--- config.mk ---
export PLATFORM = sky130hd
export DESIGN_NAME = lsense_ctrl
export DESIGN_NICKNAME = d
export VERILOG_FILES = /design/src/rtl/lsense_pkg.sv /design/src/rtl/lsense_accum.sv /design/src/rtl/lsense_regs.sv /design/src/rtl/lsense_seq.sv /design/src/rtl/lsense_ctrl.sv
export SDC_FILE = /design/constraint.sdc
export NUM_CORES = 1
export LEC_CHECK = 0
export BUFFER_PORTS_ARGS = -buffer_cell sky130_fd_sc_hd__buf_2
export CAP_MARGIN = 20
export CORE_UTILIZATION = 60
export DETAILED_ROUTE_END_ITERATION = 10
export PLACE_DENSITY = 0.79
export SLEW_MARGIN = 20
export SYNTH_ARGS = -nofsm -noshare
export SYNTH_HDL_FRONTEND = slang
export SYNTH_HIERARCHICAL = 1
export SYNTH_SLANG_ARGS = --single-unit
export TNS_END_PERCENT = 10
--- constraint.sdc ---
create_clock -name clk -period 4.9 [get_ports clk]
set_input_delay 0.245 -clock clk [delete_from_list [all_inputs] [get_ports clk]]
set_output_delay 0.245 -clock clk [all_outputs]
set_load 0.05 [all_outputs]
--- src/rtl/lsense_pkg.sv ---
// Shared types and helpers for the light sensor conversion controller.
// Assumes a 16-bit result and resolution steps of 4 bits per code value.
package lsense_pkg;
    localparam int LS_RES_W = 16;
    localparam int LS_STEP  = 4;

    typedef enum logic [1:0] {ST_IDLE, ST_ARM, ST_RUN} seq_state_t;

    typedef struct packed {
        logic       en;
        logic       cont;
        logic       ir;
        logic [2:0] tcode;
        logic [1:0] range;
    } cmd_t;

    function automatic logic code_reserved(input logic [2:0] c);
        return c[2] & c[1];
    endfunction

    function automatic logic code_external(input logic [2:0] c);
        return c[2];
    endfunction

    // Last window count (2^n - 1) for internal codes; all ones for external.
    function automatic logic [LS_RES_W-1:0] window_last(input logic [2:0] c);
        if (c[2]) return {LS_RES_W{1'b1}};
        return {LS_RES_W{1'b1}} >> (LS_STEP * int'(c[1:0]));
    endfunction
endpackage

--- src/rtl/lsense_accum.sv ---
// Saturating event accumulator. Adds one per cycle with inc high and
// stops at lim. Exposes the next value so a closing cycle's event is seen.
// Assumes clr wins over counting.
module lsense_accum #(
    parameter int W = 16
) (
    input  logic         clk,
    input  logic         rst_n,
    input  logic         clr,
    input  logic         inc,
    input  logic [W-1:0] lim,
    output logic [W-1:0] nxt
);
    logic [W-1:0] acc;

    // Next value with saturation at the limit.
    always_comb nxt = (inc && acc < lim) ? acc + 1'b1 : acc;

    // Accumulator register, cleared between windows.
    always_ff @(posedge clk) begin
        if (!rst_n)   acc <= '0;
        else if (clr) acc <= '0;
        else          acc <= nxt;
    end
endmodule

--- src/rtl/lsense_regs.sv ---
// Register file: command register, 16-bit result and read mux.
// Decodes command writes and sync commands. Assumes DATA_W equals the
// command width and RES_W is twice DATA_W.
module lsense_regs import lsense_pkg::*; #(
    parameter int ADDR_W = 8,
    parameter int DATA_W = 8,
    parameter int RES_W  = LS_RES_W
) (
    input  logic              clk,
    input  logic              rst_n,
    input  logic [ADDR_W-1:0] reg_addr,
    input  logic [DATA_W-1:0] reg_wdata,
    input  logic              reg_wr,
    input  logic              oneshot_done,
    input  logic              res_load,
    input  logic [RES_W-1:0]  res_value,
    output cmd_t              cmd,
    output logic [RES_W-1:0]  result,
    output logic              cmd_wr,
    output logic              sync_wr,
    output logic [DATA_W-1:0] reg_rdata
);
    localparam logic [ADDR_W-1:0] A_CMD = ADDR_W'(0);
    localparam logic [ADDR_W-1:0] A_LO  = ADDR_W'(1);
    localparam logic [ADDR_W-1:0] A_HI  = ADDR_W'(2);

    // Write decode: command write and sync command.
    always_comb begin
        cmd_wr  = reg_wr && (reg_addr == A_CMD);
        sync_wr = reg_wr && reg_addr[ADDR_W-1];
    end

    // Command register; a finished one-shot clears the enable bit.
    always_ff @(posedge clk) begin
        if (!rst_n)            cmd <= '0;
        else if (cmd_wr)       cmd <= cmd_t'(reg_wdata);
        else if (oneshot_done) cmd.en <= 1'b0;
    end

    // Result register, both bytes loaded in one cycle.
    always_ff @(posedge clk) begin
        if (!rst_n)        result <= '0;
        else if (res_load) result <= res_value;
    end

    // Read mux.
    always_comb begin
        case (reg_addr)
            A_CMD:   reg_rdata = cmd;
            A_LO:    reg_rdata = result[DATA_W-1:0];
            A_HI:    reg_rdata = result[RES_W-1 -: DATA_W];
            default: reg_rdata = '0;
        endcase
    end
endmodule

--- src/rtl/lsense_seq.sv ---
// Measurement sequencer: idle / armed / running states, the internal
// window counter, window close and abort. A command write is decoded from
// the incoming data so the new window starts in the next cycle.
module lsense_seq import lsense_pkg::*; #(
    parameter int RES_W = LS_RES_W
) (
    input  logic       clk,
    input  logic       rst_n,
    input  logic       cur_cont,
    input  logic [2:0] cur_code,
    input  logic       new_en,
    input  logic [2:0] new_code,
    input  logic       cmd_wr,
    input  logic       sync_wr,
    input  logic       osc_tick,
    output seq_state_t state,
    output logic       acc_clr,
    output logic       res_load,
    output logic       oneshot_done
);
    logic [RES_W-1:0] wcnt;
    logic             ext, win_end, sync_end, done;
    seq_state_t       state_nxt;

    // Window close detection and the derived controls.
    always_comb begin
        ext          = code_external(cur_code);
        win_end      = (state == ST_RUN) && !ext && osc_tick && (wcnt == window_last(cur_code));
        sync_end     = (state == ST_RUN) && ext && sync_wr;
        done         = (win_end || sync_end) && !cmd_wr;
        res_load     = done;
        oneshot_done = done && !cur_cont;
        acc_clr      = cmd_wr || done || (state != ST_RUN);
    end

    // Next state.
    always_comb begin
        state_nxt = state;
        if (cmd_wr) begin
            if (!new_en || code_reserved(new_code)) state_nxt = ST_IDLE;
            else if (code_external(new_code))       state_nxt = ST_ARM;
            else                                    state_nxt = ST_RUN;
        end else begin
            case (state)
                ST_ARM:  if (sync_wr) state_nxt = ST_RUN;
                ST_RUN:  if (oneshot_done) state_nxt = ST_IDLE;
                default: state_nxt = state;
            endcase
        end
    end

    // State register.
    always_ff @(posedge clk) begin
        if (!rst_n) state <= ST_IDLE;
        else        state <= state_nxt;
    end

    // Internal window tick counter.
    always_ff @(posedge clk) begin
        if (!rst_n)        wcnt <= '0;
        else if (acc_clr)  wcnt <= '0;
        else if (osc_tick) wcnt <= wcnt + 1'b1;
    end
endmodule

--- src/rtl/lsense_ctrl.sv ---
// Top of the light sensor conversion controller. Joins the register file,
// the sequencer and two saturating accumulators (modulator pulses and
// oscillator ticks). Assumes a single write port and one-cycle write strobes.
module lsense_ctrl import lsense_pkg::*; #(
    parameter int ADDR_W = 8,
    parameter int DATA_W = 8,
    parameter int RES_W  = LS_RES_W
) (
    input  logic              clk,
    input  logic              rst_n,
    input  logic [ADDR_W-1:0] reg_addr,
    input  logic [DATA_W-1:0] reg_wdata,
    input  logic              reg_wr,
    output logic [DATA_W-1:0] reg_rdata,
    input  logic              osc_tick,
    input  logic              mod_pulse,
    output logic              integrating,
    output logic              powered_on,
    output logic              ir_select,
    output logic [1:0]        gain_range
);
    localparam int NUM_ACC = 2;
    localparam int ACC_PLS = 0;
    localparam int ACC_TMR = 1;

    cmd_t             cmd_q;
    logic [RES_W-1:0] result_q, res_value;
    logic             cmd_wr, sync_wr, res_load, oneshot_done, acc_clr;
    seq_state_t       st;
    logic             acc_inc [NUM_ACC];
    logic [RES_W-1:0] acc_lim [NUM_ACC];
    logic [RES_W-1:0] acc_nxt [NUM_ACC];

    lsense_regs #(.ADDR_W(ADDR_W), .DATA_W(DATA_W), .RES_W(RES_W)) i_regs (
        .clk(clk), .rst_n(rst_n), .reg_addr(reg_addr), .reg_wdata(reg_wdata),
        .reg_wr(reg_wr), .oneshot_done(oneshot_done), .res_load(res_load),
        .res_value(res_value), .cmd(cmd_q), .result(result_q),
        .cmd_wr(cmd_wr), .sync_wr(sync_wr), .reg_rdata(reg_rdata)
    );

    lsense_seq #(.RES_W(RES_W)) i_seq (
        .clk(clk), .rst_n(rst_n), .cur_cont(cmd_q.cont), .cur_code(cmd_q.tcode),
        .new_en(reg_wdata[7]), .new_code(reg_wdata[4:2]), .cmd_wr(cmd_wr),
        .sync_wr(sync_wr), .osc_tick(osc_tick), .state(st), .acc_clr(acc_clr),
        .res_load(res_load), .oneshot_done(oneshot_done)
    );

    // Accumulator inputs: pulses limited by resolution, ticks by full width.
    always_comb begin
        acc_inc[ACC_PLS] = mod_pulse;
        acc_inc[ACC_TMR] = osc_tick;
        acc_lim[ACC_PLS] = window_last(cmd_q.tcode);
        acc_lim[ACC_TMR] = {RES_W{1'b1}};
    end

    for (genvar gi = 0; gi < NUM_ACC; gi++) begin : g_acc
        lsense_accum #(.W(RES_W)) i_acc (
            .clk(clk), .rst_n(rst_n), .clr(acc_clr), .inc(acc_inc[gi]),
            .lim(acc_lim[gi]), .nxt(acc_nxt[gi])
        );
    end

    // Result source and front-end controls.
    always_comb begin
        res_value   = (cmd_q.tcode == 3'b101) ? acc_nxt[ACC_TMR] : acc_nxt[ACC_PLS];
        integrating = (st == ST_RUN);
        powered_on  = cmd_q.en;
        ir_select   = cmd_q.ir;
        gain_range  = cmd_q.range;
    end
endmodule

==> impl_metrics.env, run 1 <==
export IMPL_status="finished clean"
export IMPL_ios=34
export IMPL_antennaDiodeCount=0
export IMPL_r2r_cells=12
export IMPL_avgSynthCellArea_um2=8.756
export IMPL_cts_sinks=74
export IMPL_crit_fanout=11
export IMPL_max_clock_path_buffers=2
export IMPL_gp_congestion=0.8954
export IMPL_cts_made_buffers=9
export IMPL_dp_cells=713
export IMPL_reg2reg_slack_ns=1.71
export IMPL_worstSetupPathType="reg -> reg"
export IMPL_clkTransAtPathRegs_ns=0.08
export IMPL_grt_max_degree=38
export IMPL_dieHeight_um=93.53
export IMPL_yosys_top_cells_count="dfxtp_1 (74), nand2_1 (51), inv_1 (43), mux2i_1 (36), ha_1 (33)"
export IMPL_drv_cap=0
export IMPL_critPathArrivalTime_ns=3.43
export IMPL_critPathLaunchType="flip-flop"
export IMPL_seq_area_frac_synth=0.2947
export IMPL_num_vias=4194
export IMPL_setup_tns_ns=0
export IMPL_clockPowerShare=0.405
export IMPL_detail_route_wl_per_cell_um=15.49
export IMPL_rows=33
export IMPL_yosysWarnings=6
export IMPL_port_buffers=33
export IMPL_drive_gt1_frac=0.1554
export IMPL_synth_top_area_cell="dfxtp_1"
export IMPL_die_area_mm2=0.008747
export IMPL_p_per_area_mw_per_mm2=200.3
export IMPL_n_fill_cell=676
export IMPL_skew_ns=0.01251
export IMPL_period_minus_slack_ns=3.193
export IMPL_irDropWorstVdd_mv=0.1662
export IMPL_seq_power_share=0.550
export IMPL_multiInputGateArea_mm2=0.003326
export IMPL_leakage_uw=0.002409
export IMPL_postCtsSetupBuffers=0
export IMPL_end_kind="flip-flop"
export IMPL_insertion_delay_ns=0.35
export IMPL_grt_pass1_wl_um=18710
export IMPL_internal_power_uw=819.7
export IMPL_final_setup_viol_count=0
export IMPL_postCtsHoldBufs=0
export IMPL_drt_pass1_iterations=6
export IMPL_async_reset_ff_frac=0
export IMPL_ant_nets=0
export IMPL_final_period_utilization=0.6517
export IMPL_initial_core_util=0.6148
export IMPL_max_slew_margin_rel=0.4544
export IMPL_synth_enable_flop_cells=0
export IMPL_register_area_mm2=0.001481
export IMPL_tightestPinTransition_ns=0.8185
export IMPL_ys_ff_latch=74
export IMPL_fmax_mhz=313.2
export IMPL_cts_repair_resized=0
export IMPL_p_switching_uw=272.4
export IMPL_pre_cts_ws_ns=1.750
export IMPL_synth_top_cell_area_share=0.2947
export IMPL_drv_slew=0
export IMPL_endpoint="i_regs/result[2]"
export IMPL_fp_dieW_um=93.53
export IMPL_rr_endpoint="i_regs/result[2]"
export IMPL_drc=0
export IMPL_rsz0062_at_grt="no"
export IMPL_yosysMostFrequentCell="dfxtp_1"
export IMPL_overflow=0
export IMPL_grt_use_total=0.2749
export IMPL_first_global_vias=3970
export IMPL_syn_area_mm2=0.005026
export IMPL_synth_cell_types=50
export IMPL_hpwl_um=8525
export IMPL_cp_startpoint="i_regs/cmd[4]"
export IMPL_setup_ws_ns=1.707
export IMPL_tritoncts="built"
export IMPL_cts_root_buffer="clkbuf_8"
export IMPL_synth_cells=574
export IMPL_netlist_top_cells_area="dfxtp_1 (29%), ha_1 (8.2%), mux2i_1 (7.2%)"
export IMPL_hp_class="in -> reg"
export IMPL_via_per_inst=5.753
export IMPL_ys_flop_type="dfxtp_1"
export IMPL_htree_levels=3
export IMPL_switching_share=0.2494
export IMPL_first_iter_violations=260
export IMPL_finalNonFillerCells=729
export IMPL_routed_wl_um=11290
export IMPL_coreArea_mm2=0.008175
export IMPL_finalHoldViolCount=0
export IMPL_nets=673
export IMPL_area_growth_pct=8.464
export IMPL_comb_power_share=0.045
export IMPL_cp_required_ns=5.14
export IMPL_antenna_found_initial=0
export IMPL_r2r_start="i_regs/cmd[4]"
## per-stage QoR
stage	instance area [um^2]	hold WS, ns	power [uW]	utilization
floorplan	5097	0.3667	648.0	-
detailed placement	5273	0.4632	663.5	0.6449
global placement	5273	0.4606	661.6	0.6449
finish	5451	0.1225	1092	0.6668
global route	5451	0.1190	1134	0.6668
CTS	5451	0.1088	1101	0.6668
## sequential cells by signal, summed over array words and instances (netlist names)
| signal | count |
|---|---|
| i_regs/cmd | 8 |
| i_seq/state | 2 |
| g_acc.i_acc/acc | 32 |
| i_seq/wcnt | 16 |
| i_regs/result | 16 |
## final cells by class
class,count,area share
multi-input cells,457,0.6101
flip-flops and latches,74,0.2717
repair buffers,34,0.03167
inverters,43,0.02961
clock buffers,10,0.02525
well taps,105,0.02410
clock inverters,6,0.007574
## critical path: stages (launching register included)
cell,delay (ns)
dfxtp_1,0.54
o21bai_1,0.25
inv_1,0.10
ha_1,0.31
nand4_1,0.14
nor2_1,0.10
a311oi_4,0.54
nand4_2,0.26
o21ai_0,0.29
nand2_1,0.09
mux2_4,0.26
mux2i_1,0.14
nor2b_1,0.06
## logic make-up after synthesis
logic type	after synthesis	synth area share
adder cells (fa/ha/maj)	33	0.08215
buffers and inverters	62	0.05850
AND/OR/NAND/NOR	251	0.2957
flip-flops	74	0.2947
other	1	0.0007461
XOR/XNOR	32	0.05576
AO/OA/AOI/OAI	67	0.09286
multiplexers	54	0.1195
## layer usage
| metal | track usage | routed length, um | vias up |
|---|---|---|---|
| li1 | - | - | 2107 |
| met1 | 0.3439 | 5060 | 1981 |
| met2 | 0.4547 | 5415 | 84 |
| met3 | 0.05366 | 428 | 22 |
| met4 | 0.1269 | 386 | 0 |
| met5 | 0 | 0 | - |
## power by group through the flow
stage               clock network, uW  logic (uW)  registers, uW
floorplan                           0        32.8            615
global placement                    0        46.4            615
detailed placement                  0        48.3            615
CTS                               452        48.5            601
global route                      478        55.5            601
finish                            442        49.2            601
## layout by cell type, fill, tap and decap left out, drive strengths merged, types with 24 or more instances in the layout
cell / synthesis / routed
dfxtp: 74 / 74
nand2: 51 / 51
inv: 43 / 44
mux2i: 36 / 36
buf: 11 / 34
ha: 33 / 33
nand4: 32 / 32
nor3: 31 / 31
nor2: 25 / 25
xnor2: 25 / 25
o21ai: 24 / 24
## worst min path at each step
stage	startpoint	to	cells past startpoint
2_1_floorplan	rst_n	i_seq/state[0]	1
3_3_place_gp	i_regs/cmd[5]	i_regs/cmd[5]	2
3_5_place_dp	i_regs/cmd[5]	i_regs/cmd[5]	2
4_1_cts	reg_wdata[0]	i_regs/cmd[0]	3
5_1_grt	reg_wdata[0]	i_regs/cmd[0]	3
6_report	reg_wdata[0]	i_regs/cmd[0]	3
Power figures use the tool's default switching activity.
==> inputs of run 2 (changes only) <==
--- a/config.mk
+++ b/config.mk
@@ -5,6 +5,7 @@
 export SDC_FILE = /design/constraint.sdc
 export NUM_CORES = 1
 export LEC_CHECK = 0
+export ABC_AREA = 1
 export BUFFER_PORTS_ARGS = -buffer_cell sky130_fd_sc_hd__buf_2
 export CAP_MARGIN = 20
 export CORE_UTILIZATION = 60
==> constraint.sdc (replaced) <==
create_clock -name clk -period 3.2 [get_ports clk]
set_input_delay 0.16 -clock clk [delete_from_list [all_inputs] [get_ports clk]]
set_output_delay 0.16 -clock clk [all_outputs]
set_load 0.05 [all_outputs]
==> impl_metrics.env, run 2 <==
export IMPL_max_slew_margin_rel=0.5532
export IMPL_ant_nets=0
export IMPL_period_minus_slack_ns=2.650
export IMPL_synth_xor_area_frac=0.04459
export IMPL_rows=34
export IMPL_synth_mux_area_frac=0.001829
export IMPL_antennaDiodeCount=0
export IMPL_synth_simple_area_share=0.4171
export IMPL_hp_class="in -> reg"
export IMPL_yosysWarnings=6
export IMPL_finalHoldViolCount=0
export IMPL_reg2reg_slack_ns=0.55
export IMPL_setup_tns_ns=0
export IMPL_cts_root_buffer="clkbuf_8"
export IMPL_hold_end="i_regs/cmd[5]"
export IMPL_p_switching_uw=430.5
export IMPL_die_area_mm2=0.009505
export IMPL_dp_cells=989
export IMPL_avgSynthCellArea_um2=6.422
export IMPL_yosys_top_cells_count="nand2_1 (209), inv_1 (113), nor2_1 (104), dfxtp_1 (74), nand3_1 (72)"
export IMPL_yosysMostFrequentCell="nand2_1"
export IMPL_synth_enable_flop_cells=0
export IMPL_ios=34
export IMPL_reg_top3="g_acc.i_acc/acc x32, i_regs/result x16, i_seq/wcnt x16"
export IMPL_tightestPinTransition_ns=0.6687
export IMPL_skew_ns=0.01561
export IMPL_crit_fanout=21
export IMPL_drive_gt1_frac=0.1081
export IMPL_netlist_top_cells_area="dfxtp_1 (27%), nand2_1 (14%), inv_1 (7.8%)"
export IMPL_internal_power_uw=1311
export IMPL_r2r_start="i_regs/cmd[3]"
export IMPL_antenna_found_initial=0
export IMPL_status="finished clean"
export IMPL_final_setup_viol_count=0
export IMPL_nets=946
export IMPL_drt_pass1_iterations=5
export IMPL_worstSetupPathType="reg -> reg"
export IMPL_synth_top_area_cell="dfxtp_1"
export IMPL_first_iter_violations=281
export IMPL_grt_use_total=0.2808
export IMPL_cts_made_buffers=9
export IMPL_async_reset_ff_frac=0
export IMPL_ys_ff_latch=74
export IMPL_ys_flop_type="dfxtp_1"
export IMPL_critPathLaunchType="flip-flop"
export IMPL_coreArea_mm2=0.008763
export IMPL_synth_cell_types=35
export IMPL_hold_depth=5
export IMPL_drc=0
export IMPL_fp_dieW_um=97.50
export IMPL_leakage_uw=0.003059
export IMPL_clkTransAtPathRegs_ns=0.09
export IMPL_dieHeight_um=97.50
export IMPL_drv_cap=0
export IMPL_finalNonFillerCells=1005
export IMPL_area_growth_pct=7.340
export IMPL_cts_sinks=74
export IMPL_end_kind="flip-flop"
export IMPL_seq_area_frac_synth=0.2708
export IMPL_grt_max_degree=30
export IMPL_irDropWorstVdd_mv=0.1833
export IMPL_first_global_vias=4866
export IMPL_tritoncts="built"
export IMPL_seq_power_share=0.529
export IMPL_synth_cells=852
export IMPL_largest_reg_flops=32
export IMPL_min_from="reg_wdata[5]"
export IMPL_postCtsHoldBufs=0
export IMPL_grt_pass1_wl_um=21830
export IMPL_htree_levels=3
export IMPL_postPlaceCellArea_mm2=0.005680
export IMPL_fmax_mhz=377.3
export IMPL_postCtsSetupBuffers=0
export IMPL_gp_congestion=0.8907
export IMPL_cts_repair_resized=0
export IMPL_synth_compound_area_frac=0.06654
export IMPL_syn_area_mm2=0.005471
export IMPL_routed_wl_um=12910
export IMPL_p_per_area_mw_per_mm2=296.5
export IMPL_final_cell_mix="nand2_1 (209), inv_1 (113), nor2_1 (104)"
export IMPL_mostFrequentLayoutCell="nand2_1"
export IMPL_clockPowerShare=0.423
export IMPL_synth_top_family_by_area="simple AND/OR/NAND/NOR gates"
export IMPL_max_clock_path_buffers=2
export IMPL_overflow=0
export IMPL_drv_slew=0
export IMPL_final_period_utilization=0.8282
export IMPL_r2r_cells=14
export IMPL_rr_endpoint="i_regs/result[14]"
export IMPL_regMostFlops="g_acc.i_acc/acc"
export IMPL_switching_share=0.2472
export IMPL_rsz0062_at_grt="no"
export IMPL_hpwl_um=9870
export IMPL_critPathArrivalTime_ns=2.91
export IMPL_initial_core_util=0.6244
export IMPL_synthAdderAreaFrac=0.07546
export IMPL_detail_route_wl_per_cell_um=12.85
export IMPL_via_per_inst=5.400
export IMPL_synth_top_cell_area_share=0.2708
export IMPL_insertion_delay_ns=0.36
export IMPL_comb_power_share=0.049
export IMPL_port_buffers=33
export IMPL_cp_required_ns=3.45
export IMPL_final_cell_area_mm2=0.005873
export IMPL_num_vias=5427
[run 2: cell families after synthesis]
kind of cell             after synthesis
flip-flops                            74
other                                  1
adder cells (fa/ha/maj)               33
XOR/XNOR                              27
AND/OR/NAND/NOR                      492
AO/OA/AOI/OAI                         72
buffers and inverters                152
multiplexers                           1
[run 2: worst max path at each step]
| stage | startpoint | slack (ns) | endpoint |
|---|---|---|---|
| detailed placement | i_regs/cmd[3] | 0.56 | i_regs/result[14] |
| global route | i_regs/cmd[3] | 0.24 | i_regs/result[1] |
| CTS | i_regs/cmd[3] | 0.54 | i_regs/result[15] |
| finish | i_regs/cmd[3] | 0.55 | i_regs/result[14] |
| global placement | i_regs/cmd[3] | 0.55 | i_regs/result[6] |
| floorplan | i_regs/cmd[2] | 0.68 | i_regs/result[15] |
[run 2: layout make-up]
| class | instances | area [um^2] |
|---|---|---|
| inverter | 122 | 457.9 |
| clock inverter | 6 | 65.06 |
| tap | 108 | 135.1 |
| clock buffer | 10 | 127.6 |
| fill | 810 | 2890 |
| multi-input combinational | 645 | 3388 |
| timing repair buffer | 40 | 217.7 |
| sequential | 74 | 1481 |
[run 2: worst max-delay path, stage by stage, from the launching register on]
cell and delay (ns):
dfxtp_1 0.41, o21ai_0 0.45, inv_1 0.09, ha_1 0.34, a21oi_1 0.14, o21ai_0 0.10, nor2_1 0.17, buf_4 0.27
nand3_1 0.10, nand2_1 0.09, nand2_1 0.08, nand2_1 0.07, nand2_1 0.07, nor2_1 0.12, nor2_1 0.06
[run 2: per-layer routing]
metal  vias up  wire length, um  global-route usage
met4         0              261             0.08371
met2       147             6270              0.4879
met5         -                0                   0
li1       2823                -                   -
met1      2433             5700              0.3560
met3        24              681             0.04604
[run 2: power groups by stage]
stage / Sequential (uW) / Combinational [uW] / Clock (uW)
floorplan: 943 / 58.3 / 0
global placement: 942 / 79.4 / 0
detailed placement: 942 / 82.7 / 0
CTS: 920 / 82.9 / 748
global route: 921 / 97.3 / 789
finish: 920 / 84.5 / 736
[run 2: through the flow]
| step | utilization | setup slack [ns] | total power, uW | hold WS [ns] |
|---|---|---|---|---|
| after floorplan | - | 0.6837 | 1001 | 0.2957 |
| after global placement | 0.6482 | 0.5491 | 1022 | 0.4717 |
| after detailed placement | 0.6482 | 0.5552 | 1025 | 0.4898 |
| after CTS | 0.6702 | 0.5430 | 1751 | 0.1092 |
| after global routing | 0.6702 | 0.2395 | 1807 | 0.1314 |
| final | 0.6702 | 0.5498 | 1741 | 0.1178 |
==> inputs of run 3 (changes only) <==
--- a/config.mk
+++ b/config.mk
@@ -5,7 +5,7 @@
 export SDC_FILE = /design/constraint.sdc
 export NUM_CORES = 1
 export LEC_CHECK = 0
-export ABC_AREA = 1
+export ABC_AREA = 0
 export BUFFER_PORTS_ARGS = -buffer_cell sky130_fd_sc_hd__buf_2
 export CAP_MARGIN = 20
 export CORE_UTILIZATION = 60
==> constraint.sdc (replaced) <==
create_clock -name clk -period 2.6 [get_ports clk]
set_input_delay 0.13 -clock clk [delete_from_list [all_inputs] [get_ports clk]]
set_output_delay 0.13 -clock clk [all_outputs]
set_load 0.05 [all_outputs]
==> impl_metrics.env, run 3 (synthesis gave the netlist of run 1 again) <==
export IMPL_status="finished with violations"
export IMPL_failed_checks="setup timing"
export IMPL_p_per_area_mw_per_mm2=382.7
export IMPL_max_slew_margin_rel=0.5226
export IMPL_fmax_mhz=362.9
export IMPL_critPathLaunchType="flip-flop"
export IMPL_p_switching_uw=463.9
export IMPL_r2r_start="i_regs/cmd[3]"
export IMPL_first_iter_violations=269
export IMPL_period_minus_slack_ns=2.756
export IMPL_switching_share=0.2096
export IMPL_seq_power_share=0.511
export IMPL_first_global_vias=4132
export IMPL_irDropWorstVdd_mv=0.2723
export IMPL_hold_end="i_regs/cmd[0]"
export IMPL_initial_core_util=0.6148
export IMPL_final_setup_viol_count=7
export IMPL_gp_congestion=0.9226
export IMPL_drv_cap=0
export IMPL_critPathArrivalTime_ns=3.04
export IMPL_htree_levels=3
export IMPL_antenna_found_initial=0
export IMPL_cts_made_buffers=9
export IMPL_insertion_delay_ns=0.34
export IMPL_setup_ws_ns=-0.1557
export IMPL_cp_required_ns=2.88
export IMPL_regMostFlops="g_acc.i_acc/acc"
export IMPL_crit_fanout=4
export IMPL_worstPathCellList="o21bai_4 > inv_2 > ha_4 > a211oi_1 > nor2_1 > a31oi_2 > nand4b_1 > or3_4 > nand2_2 > mux2_4 > mux2i_1 > nor2b_1"
export IMPL_hold_depth=3
export IMPL_routed_wl_um=12010
export IMPL_clockPowerShare=0.446
export IMPL_final_cell_mix="dfxtp_1 (71), nand2_1 (49), inv_1 (39)"
export IMPL_drc=0
export IMPL_tritoncts="built"
export IMPL_rr_endpoint="i_regs/result[14]"
export IMPL_drive_gt1_frac=0.2165
export IMPL_dieHeight_um=93.53
export IMPL_ios=34
export IMPL_drv_slew=0
export IMPL_rows=33
export IMPL_grt_max_degree=38
export IMPL_hpwl_um=8947
export IMPL_die_area_mm2=0.008747
export IMPL_hp_class="in -> reg"
export IMPL_skew_ns=0.01508
export IMPL_detail_route_wl_per_cell_um=16.08
export IMPL_r2r_cells=12
export IMPL_num_vias=4374
export IMPL_nets=691
export IMPL_coreArea_mm2=0.008175
export IMPL_clkTransAtPathRegs_ns=0.08
export IMPL_fp_dieW_um=93.53
export IMPL_grt_use_total=0.2864
export IMPL_cpMaxStageDelayCell="or3_4"
export IMPL_end_kind="flip-flop"
export IMPL_max_stage_delay_ns=0.45
export IMPL_antennaDiodeCount=0
export IMPL_largest_reg_flops=32
export IMPL_whs_ns=0.03308
export IMPL_mostFrequentLayoutCell="dfxtp_1"
export IMPL_port_buffers=33
export IMPL_p_total_uw=2213
export IMPL_setup_tns_ns=-0.4670
export IMPL_internal_power_uw=1749
export IMPL_reg2reg_slack_ns=-0.16
export IMPL_via_per_inst=5.855
export IMPL_grt_pass1_wl_um=19610
export IMPL_overflow=0
export IMPL_leakage_uw=0.002529
export IMPL_max_clock_path_buffers=2
export IMPL_comb_power_share=0.043
export IMPL_area_growth_pct=15.06
export IMPL_tightestPinTransition_ns=0.7143
export IMPL_cts_sinks=74
export IMPL_cts_root_buffer="clkbuf_8"
export IMPL_final_period_utilization=1.060
export IMPL_min_from="reg_wdata[0]"
export IMPL_drt_pass1_iterations=5
export IMPL_postCtsHoldBufs=0
export IMPL_finalHoldViolCount=0
export IMPL_n_fill_cell=660
export IMPL_ant_nets=0
export IMPL_worstSetupPathType="reg -> reg"
export IMPL_reg_top3="g_acc.i_acc/acc x32, i_regs/result x16, i_seq/wcnt x16"
export IMPL_rsz0062_at_grt="yes"
## run 3: cell count changes in the layout (fill, tap and decap cells not counted), sizes merged, moves of 18 or more
cell   change
mux2      +18
nor2      -93
mux2i     +35
inv       -80
nand2    -164
nand4     -27
nor2b     +18
nand3     -62
and2      +23
a21oi     -27
## run 3: stage by stage
step                      instances  setup slack (ns)  cell area (um^2)  utilization
after floorplan                 593          0.003070              5132            -
after global placement          729           0.08209              5428       0.6639
after detailed placement        729          -0.07873              5428       0.6639
after CTS                       745          0.005169              5654       0.6916
after global routing            747           -0.2369              5783       0.7074
final                           747           -0.1557              5783       0.7074
## run 3: repair_timing
| item | CTS | global route |
|---|---|---|
| setup buffers | 0 | 2 |
| endpoints found under the setup margin | 8 | 16 |
| pin swaps | 1 | 9 |
| gates resized for setup | 3 | 25 |
| endpoints found under the hold margin | 0 | 0 |
## run 3: final cells by class
type	instances	area [um^2]	share of cell area
multi-input cells	457	3458	0.5980
flip-flops and latches	74	1490	0.2577
repair buffers	52	315.3	0.05452
clock buffers	15	196.4	0.03397
inverters	43	161.4	0.02791
well taps	105	131.4	0.02272
clock inverters	1	30.03	0.005193
## run 3: critical path, delay by kind of cell (launching register included)
family | cells | cell delay (ns)
flip-flops | 1 | 0.38
adder cells (fa/ha/maj) | 1 | 0.22
AO/OA/AOI/OAI | 3 | 0.78
multiplexers | 2 | 0.21
buffers and inverters | 1 | 0.07
AND/OR/NAND/NOR | 5 | 1.06
## run 3: how the worst max path moves through the flow
stage	startpoint	endpoint	slack (ns)	cells after the start
after detailed placement	i_regs/cmd[3]	i_regs/result[15]	-0.08	12
after global routing	i_regs/cmd[3]	i_regs/result[14]	-0.24	12
after floorplan	i_regs/cmd[4]	i_regs/result[1]	0.003	11
final	i_regs/cmd[3]	i_regs/result[14]	-0.16	12
after global placement	i_regs/cmd[2]	i_regs/result[3]	0.08	12
after CTS	i_regs/cmd[3]	i_regs/result[3]	0.005	12
## run 3: routing by layer
metal / up-vias / wire, um / track usage
met5: - / 0 / 0
met2: 126 / 5879 / 0.4786
met4: 0 / 413 / 0.1269
met3: 36 / 437 / 0.03089
met1: 2059 / 5280 / 0.3720
li1: 2153 / - / -
## run 3: power by group through the flow
stage / Sequential, uW / Combinational (uW) / Clock (uW)
final: 1130 / 95.3 / 987
after global routing: 1130 / 106 / 1040
after CTS: 1130 / 92.2 / 998
after detailed placement: 1160 / 92.1 / 0
after global placement: 1160 / 88.8 / 0
after floorplan: 1160 / 62.2 / 0
